## config.mk

```make
export PLATFORM = sky130hd
export DESIGN_NAME = pm_interval_timer
export DESIGN_NICKNAME = d
export VERILOG_FILES = /design/src/rtl/pmt_pkg.sv /design/src/rtl/pmt_ctrl.sv /design/src/rtl/pmt_datapath.sv /design/src/rtl/pm_interval_timer.sv
export SDC_FILE = /design/constraint.sdc
export NUM_CORES = 1
export LEC_CHECK = 0
export ABC_AREA = 1
export BUFFER_PORTS_ARGS = -buffer_cell sky130_fd_sc_hd__buf_2
export CAP_MARGIN = 40
export CORE_MARGIN = 10
export CORE_UTILIZATION = 24
export CTS_CLUSTER_SIZE = 25
export DETAILED_ROUTE_END_ITERATION = 7
export GPL_TIMING_DRIVEN = 0
export HOLD_SLACK_MARGIN = 0.12
export PLACE_DENSITY = 0.43
export SLEW_MARGIN = 0
export SYNTH_ARGS = -nofsm -noshare
export SYNTH_HDL_FRONTEND = slang
export SYNTH_HIERARCHICAL = 1
export SYNTH_SLANG_ARGS = --single-unit
```

## constraint.sdc

```tcl
create_clock -name clk -period 1.87 [get_ports clk]
set_clock_uncertainty 0.05 [all_clocks]
set_input_delay 0.0935 -clock clk [delete_from_list [all_inputs] [get_ports clk]]
set_output_delay 0.0935 -clock clk [all_outputs]
set_load 0.02 [all_outputs]
```

## src/rtl/pmt_pkg.sv

```systemverilog
package pmt_pkg;
  localparam int MODE_WIDE_BIT = 3;
  localparam int MODE_IOEN_BIT = 7;
  localparam logic [7:0] CFG_MODE_OFS = 8'h41;
  localparam logic [7:0] CFG_BASE_OFS = 8'h49;
  localparam logic [7:0] TIMER_OFS    = 8'h08;
  localparam logic [7:0] FILL_BYTE    = 8'hFF;

  // strobes from control to datapath for one bus cycle
  typedef struct packed {
    logic       rdTimer;
    logic       rdFill;
    logic       rdCfg;
    logic [2:0] byteSel;
    logic [7:0] cfgVal;
    logic       wide;
  } pmtStrobes_t;
endpackage

```

## src/rtl/pmt_ctrl.sv

```systemverilog
module pmt_ctrl
  import pmt_pkg::*;
#(
  parameter int ADDR_W   = 16,
  parameter int WIN_BITS = 8,
  parameter int CNT_W    = 32
) (
  input  logic              clk,
  input  logic              rstN,
  input  logic              busCfg,
  input  logic [ADDR_W-1:0] busAddr,
  input  logic              busRd,
  input  logic              busWr,
  input  logic [7:0]        busWdata,
  output pmtStrobes_t       strobes
);
  localparam int BASE_W = ADDR_W - WIN_BITS;
  localparam int NBYTES = CNT_W / 8;
  localparam int TIMER_FIRST = int'(TIMER_OFS);
  localparam int TIMER_LAST  = TIMER_FIRST + NBYTES - 1;

  logic [7:0]        modeReg;
  logic [BASE_W-1:0] baseReg;
  logic [7:0]        cfgOfs;
  logic [WIN_BITS-1:0] winOfs;
  logic [BASE_W-1:0] winPage;
  logic winOn, winSel, isTimerOfs, cfgMode, cfgBase;

  assign cfgOfs  = busAddr[7:0];
  assign winOfs  = busAddr[WIN_BITS-1:0];
  assign winPage = busAddr[ADDR_W-1:WIN_BITS];
  assign cfgMode = busCfg && (cfgOfs == CFG_MODE_OFS);
  assign cfgBase = busCfg && (cfgOfs == CFG_BASE_OFS);

  assign winOn      = modeReg[MODE_IOEN_BIT] && (baseReg != '0);
  assign winSel     = !busCfg && winOn && (winPage == baseReg);
  assign isTimerOfs = (int'(winOfs) >= TIMER_FIRST) && (int'(winOfs) <= TIMER_LAST);

  always_ff @(posedge clk) begin
    if (!rstN) begin
      modeReg <= '0;
      baseReg <= '0;
    end else if (busWr) begin
      if (cfgMode) modeReg <= busWdata;
      if (cfgBase) baseReg <= BASE_W'(busWdata);
    end
  end

  always_comb begin
    strobes         = '0;
    strobes.rdTimer = busRd && winSel && isTimerOfs;
    strobes.rdFill  = busRd && winSel && !isTimerOfs;
    strobes.rdCfg   = busRd && (cfgMode || cfgBase);
    strobes.byteSel = 3'(winOfs - WIN_BITS'(TIMER_OFS));
    strobes.cfgVal  = cfgMode ? modeReg : 8'(baseReg);
    strobes.wide    = modeReg[MODE_WIDE_BIT];
  end


  io_write_ignored_chk: assert property (@(posedge clk) disable iff (!rstN)
    (busWr && !busCfg) |=> ($stable(modeReg) && $stable(baseReg)));

  mode_store_chk: assert property (@(posedge clk) disable iff (!rstN)
    (busWr && busCfg && (busAddr[7:0] == CFG_MODE_OFS)) |=> (modeReg == $past(busWdata)));

  single_target_chk: assert property (@(posedge clk) disable iff (!rstN)
    $onehot0({strobes.rdTimer, strobes.rdFill, strobes.rdCfg}));

  window_off_chk: assert property (@(posedge clk) disable iff (!rstN)
    (!modeReg[MODE_IOEN_BIT] || (baseReg == '0)) |-> !(strobes.rdTimer || strobes.rdFill));
endmodule

```

## src/rtl/pmt_datapath.sv

```systemverilog
module pmt_datapath
  import pmt_pkg::*;
#(
  parameter int CNT_W    = 32,
  parameter int NARROW_W = 24
) (
  input  logic        clk,
  input  logic        rstN,
  input  logic        tickEn,
  input  pmtStrobes_t strobes,
  output logic [7:0]  rdData,
  output logic        rdHit
);
  localparam int NBYTES = CNT_W / 8;
  localparam logic [CNT_W-1:0] NARROW_MASK = CNT_W'((64'd1 << NARROW_W) - 64'd1);

  logic [CNT_W-1:0] cnt;
  logic [CNT_W-1:0] visible;
  logic [7:0]       cntBytes [NBYTES];
  logic [7:0]       timerByte;
  logic [7:0]       nextData;
  logic             anyRd;

  always_ff @(posedge clk) begin
    if (!rstN)       cnt <= '0;
    else if (tickEn) cnt <= cnt + 1'b1;
  end

  assign visible = strobes.wide ? cnt : (cnt & NARROW_MASK);

  for (genvar g = 0; g < NBYTES; g++) begin : g_bytes
    assign cntBytes[g] = visible[8*g +: 8];
  end

  always_comb begin
    timerByte = FILL_BYTE;
    for (int i = 0; i < NBYTES; i++)
      if (int'(strobes.byteSel) == i) timerByte = cntBytes[i];
  end

  assign anyRd = strobes.rdTimer || strobes.rdFill || strobes.rdCfg;

  always_comb begin
    nextData = 8'h00;
    if (strobes.rdTimer)     nextData = timerByte;
    else if (strobes.rdFill) nextData = FILL_BYTE;
    else if (strobes.rdCfg)  nextData = strobes.cfgVal;
  end

  always_ff @(posedge clk) begin
    if (!rstN) begin
      rdData <= 8'h00;
      rdHit  <= 1'b0;
    end else begin
      rdData <= nextData;
      rdHit  <= anyRd;
    end
  end


  cnt_hold_chk: assert property (@(posedge clk) disable iff (!rstN)
    !tickEn |=> $stable(cnt));

  cnt_step_chk: assert property (@(posedge clk) disable iff (!rstN)
    tickEn |=> (cnt == CNT_W'($past(cnt) + 1'b1)));

  hit_source_chk: assert property (@(posedge clk) disable iff (!rstN)
    rdHit |-> $past(anyRd));

  idle_zero_chk: assert property (@(posedge clk) disable iff (!rstN)
    !rdHit |-> (rdData == 8'h00));

  fill_value_chk: assert property (@(posedge clk) disable iff (!rstN)
    (rdHit && $past(strobes.rdFill)) |-> (rdData == FILL_BYTE));
endmodule

```

## src/rtl/pm_interval_timer.sv

```systemverilog
module pm_interval_timer
  import pmt_pkg::*;
#(
  parameter int ADDR_W   = 16,
  parameter int WIN_BITS = 8,
  parameter int CNT_W    = 32,
  parameter int NARROW_W = 24
) (
  input  logic              clk,
  input  logic              rstN,
  input  logic              tickEn,
  input  logic              busCfg,
  input  logic [ADDR_W-1:0] busAddr,
  input  logic              busRd,
  input  logic              busWr,
  input  logic [7:0]        busWdata,
  output logic [7:0]        busRdata,
  output logic              busHit
);
  pmtStrobes_t strobes;

  pmt_ctrl #(.ADDR_W(ADDR_W), .WIN_BITS(WIN_BITS), .CNT_W(CNT_W)) u_ctrl (
    .clk(clk), .rstN(rstN), .busCfg(busCfg), .busAddr(busAddr),
    .busRd(busRd), .busWr(busWr), .busWdata(busWdata), .strobes(strobes)
  );

  pmt_datapath #(.CNT_W(CNT_W), .NARROW_W(NARROW_W)) u_dp (
    .clk(clk), .rstN(rstN), .tickEn(tickEn), .strobes(strobes),
    .rdData(busRdata), .rdHit(busHit)
  );


  reset_quiet_chk: assert property (@(posedge clk)
    !rstN |=> !busHit);
endmodule

```

# Yosys cells after proc, flatten, opt, wreduce, memory -nomap -nowiden
# Index checks and enable logic that the tools add are counted.
[word_totals]
register_bits = 57
[classes]
n_eq_ne = 6
addsub = 2
mux = 9
order_cmp = 2
n_reduce_logical = 19
[op_table]
columns = ["cell", "count"]
rows = [
  ["2-to-1 mux 8 bit", 8],
  ["adder 32 x 1 -> 32 bit, second input constant", 1],
  ["2-to-1 mux 32 bit", 1],
  ["== test 8 x 7 -> 1 bit, second input constant", 2],
  ["logical AND 1 bit", 10],
  ["== test 8 bit", 1],
  [">= comparator 8 x 4 -> 1 bit, second input constant", 1],
  ["<= comparator 8 x 4 -> 1 bit, second input constant", 1],
  ["nonzero test 8 bit", 1],
  ["== test 3 bit, second input constant", 2],
  ["AND reduction 2 bit", 2],
  ["== test 3 x 2 -> 1 bit, second input constant", 1],
  ["logical NOT 3 bit", 1],
  ["logical OR 1 bit", 3],
  ["subtractor 3 x 1 -> 3 bit, second input constant", 1],
  ["logical NOT 1 bit", 2],
]

# Depth between registers and ports, before layout
[depth]
word_depth = 8
depth_mapped = 14
ltp_nobuf = 14

# Hierarchy
# The synthesis kept the hierarchy.
[by_module_without_submodules]
columns = ["mod", "seq_area_each_um2", "area_per_inst_um2", "instances", "cells_per_inst"]
rows = [
  ["pmt_datapath", 820.8, 2268.4, 1, 345],
  ["pmt_ctrl", 320.3, 1184.9, 1, 192],
]

# Worst setup path before layout
# No wires, ideal clock.
[synth_timing]
path_kind = "reg-to-reg"
start = "register u_ctrl.baseReg[3]"
end = "register u_dp.rdData[0]"
n_path_buf = 0
period_less_slack_ns = 1.683
path_slack_ns = 0.187
setup_time_ns = 0.070
path_stages_with_launch = 15
t_required_ns = 1.750
t_arrival_ns = 1.563
cell_sequence = "dfxtp_1 inv_1 nand2_1 nand2_1 nor2_1 nand2_1 nor2_1 nand3_1 nor2_1 nor2_1 inv_1 nor2_1 nor2_1 o21ai_0 a21oi_1"
[synth_lines]
columns = ["item", "line_no", "rtl"]
rows = [
  ["start, declared", "pmt_ctrl.sv:23", "logic [BASE_W-1:0] baseReg;"],
  ["start signal, assigned", "pmt_ctrl.sv:45", "if (cfgBase) baseReg <= BASE_W'(busWdata);"],
  ["end signal, assigned", "pmt_datapath.sv:55", "rdData <= nextData;"],
  ["end, declared", "pmt_datapath.sv:11", "output logic [7:0] rdData,"],
]

==> results.yml <==
outcome:
  status: "finished clean"
cts:
  cts.sinks: 57
  cts_tree: "done"
  worst_setup_hold_path_clk_slew_ns: 0.06
  clkLatencyLatePin_ns: 0.34
  cts_buffers: 9
  cts_root_buffer: "clkbuf_16"
  htree_levels: 3
  cts-root-to-sink-buffers: 2
placement:
  dp.cells: 755
  gp_congestion: 0.848
  portBuffers: 38
  dpl.hpwl_um: 8180
power:
  swShare_pct: 24.6
  power.density_nw_per_um2: 690
  power_frac_seq_pct: 39.7
  vdd_ir_drop_max_v: 0.000374
  p_leak_nw: 1.96
  power_switching_mw: 0.761
  intPower_mw: 2.33
  finalPower_mw: 3.09
  pwr-share-clk_pct: 53.6
  share_comb_of_total_power_pct: 6.7
sta:
  post-route-period-util_pct: 94.7
  min_period_ns: 1.77
  slew_headroom_pct: 61.4
  grt_setup_unrepaired: "true"
  tightest_slew_ns: 0.579
  fmax_mhz: 565
  slew_viol_final: 0
  setup_viol: 0
  hold_viol: 0
  hold_ws_ns: 0.130
worst_setup_path:
  cp_slowest_cell: "dfxtp_4"
  crit_path_cell_trace: "inv_2 -> nand2_2 -> nand2_1 -> nor2_1 -> nand2_1 -> nor2_1 -> nand3_2 -> nor2_4 -> buf_6 -> clkinvlp_4 -> a31oi_1 -> a21oi_1"
  path_max_fanout: 8
  crit_arrival_ns: 1.93
  slowest_delay_ns: 0.36
  critPathKind: "register to register"
  worstSetupStartpointType: "register"
  cp.required_ns: 2.03
  end_kind: "register"
logic_synthesis:
  synth-edff-count: 0
  syn_avg_cell_area_sq_um: 6.43
  synthXorXnorAreaFrac_pct: 2.54
  syn_area_sq_um: 3450
  syn_nets: 568
  synth_cells: 537
  synth_compound_area_share_pct: 13.2
  async_flop_share_pct: 0
  yosysTopAreaCell: "dfxtp_1"
  synth-seq-cells: 57
  synth_cell_types: 39
  synthSimpleGateAreaFrac_pct: 39.2
  yosys_warnings: 6
  ys.flop_type: "dfxtp_1"
  yosys.area_share.adder_pct: 0.362
  synth_top_cells_by_area: "dfxtp_1 (33%), nand2_1 (14%), nor2_1 (10%)"
  synth_top_area_share_pct: 33.0
  synth_mux_area_share_pct: 0
  yosysSeqAreaShare_pct: 33.0
  synth_top_family_by_area: "simple AND/OR/NAND/NOR gates"
layout:
  syn2layout_area_growth_pct: 29.6
  stdcell_count: 793
  layout-drive-gt1-share_pct: 21.4
  antenna_cells: 0
  n_fill_cell: 1582
  nets: 639
  fin_util_pct: 32.0
global_routing:
  grt_usage_pct: 10.9
  grt_pass1_vias: 3561
  grt_pass1_wl_um: 17500
  antenna_found_initial: 0
  grt_max_degree: 12
  grt-ovfl-total: 0
detailed_routing:
  dr.pass1.iters: 4
  postRouteAntennaNets: 0
  drt_wl_total_um: 10500
  avgViaCountPerCell: 4.42
  drc: 0
  initialDrtViolationCount: 188
  vias: 3504
  wl_per_cell_um: 13.3
die:
  fp.coreArea_sq_um: 14000
  core.rowCount: 43
  die_y_um: 140
  start_util_pct: 24.7
  fp.dieArea_sq_um: 19600
  fp.dieW_um: 140
  io_pins: 39
hold_path:
  worst_hold_path_type: "input pin to register"
job:
  max_cap_viol_count: 0
-- layout make-up --
cell class / count / area [sq um] / area share, %
timing repair buffer: 60 / 400 / 8.95
tap: 180 / 225 / 5.03
clock inverter: 7 / 71.3 / 1.59
sequential: 57 / 1150 / 25.8
inverter: 86 / 327 / 7.30
clock buffer: 9 / 225 / 5.03
buffer: 13 / 78.8 / 1.76
multi-input combinational: 381 / 1990 / 44.5
-- power groups by stage --
stage | logic (mW) | clock network, mW | registers [mW]
CTS | 0.205 | 1.70 | 1.23
detailed placement | 0.186 | 0 | 1.25
global placement | 0.185 | 0 | 1.25
global route | 0.235 | 1.75 | 1.22
finish | 0.207 | 1.66 | 1.22
floorplan | 0.108 | 0 | 1.25
-- worst max-delay path: cells and delay by family, from the launching register on --
kind,cells,cell delay [ns]
simple gates,7,0.60
buf+inv,3,0.31
compound gates,2,0.32
flops,1,0.36
-- cells by family after synthesis --
logic type,Yosys count
xor+xnor,10
fa+ha+maj,1
buf+inv,99
compound gates,78
flops,57
simple gates,292
-- Yosys cell counts, types with 2 or more instances --
cell	instances
a21boi_0	3
a21oi_1	28
a31oi_1	8
buf_2	3
buf_4	5
clkbuf_1	3
clkinv_1	2
dfxtp_1	57
inv_1	84
nand2_1	127
nand2_2	3
nand3_1	19
nand3_2	3
nand4_1	21
nor2_1	92
nor2_2	4
nor2_4	6
nor3_1	5
nor3_2	2
nor3_4	2
o21ai_0	23
o21ai_2	8
o221ai_1	2
o22ai_1	4
xnor2_1	2
xor2_1	8
-- final timing paths --
path / start / endpoint / slack (ns) / cells after the start
worst max-delay path: u_ctrl/baseReg[1] / u_dp/rdData[0] / 0.1 / 12
worst min register to register: u_dp/cnt[0] / u_dp/cnt[0] / 0.45 / 1
worst max register to register: u_ctrl/baseReg[1] / u_dp/rdData[0] / 0.1 / 12
worst min-delay path: busWr / u_ctrl/baseReg[7] / 0.13 / 4
-- routing by layer --
layer | up-vias | GRT usage (%) | wire (um)
li1 | 1845 | - | -
met1 | 1580 | 13.3 | 5010
met2 | 66 | 17.2 | 4870
met3 | 13 | 3.48 | 517
met4 | 0 | 4.24 | 131
met5 | - | 0 | 0
-- cell usage in the layout, fill, tap and decap left out, drive strengths merged, types with 2 or more instances in the layout --
cell         Yosys  routed
xor2             8       8
xnor2            2       2
a21oi           28      28
nand3           23      23
buf             10      55
nor3             9       9
clkinvlp         0       4
a31oi            8       8
o21ai           31      31
inv             84      83
dlygate4sd3      0      15
clkbuf           3      12
a21boi           3       3
o221ai           2       2
nand4           22      22
o22ai            4       4
nand2          131     131
dfxtp           57      57
nor2           103     103
or2              2       2
clkinv           2       5
-- stage by stage --
step | setup TNS [ns] | worst slack [ns] | instance area (sq um)
after detailed placement | -2.83 | -0.397 | 3870
final | 0 | 0.0990 | 4470
after global routing | -0.253 | -0.0475 | 4470
after global placement | -2.69 | -0.359 | 3870
after floorplan | 0 | 0.187 | 3450
after CTS | 0 | 0.00574 | 4380
-- what timing repair did --
item | CTS | global route
endpoints found under the setup margin | 9 | 11
setup buffers | 6 | 2
hold buffers | 16 | 0
pin swaps | 3 | 14
hold endpoints to repair | 17 | 0
gates resized for setup | 9 | 39
-- sequential cells by signal, indices dropped and copies added (netlist names) --
| name | count |
|---|---|
| u_dp/rdData | 8 |
| u_ctrl/modeReg | 8 |
| u_dp/cnt | 32 |
| u_dp/rdHit | 1 |
| u_ctrl/baseReg | 8 |
(Power assumes the default switching activity.)
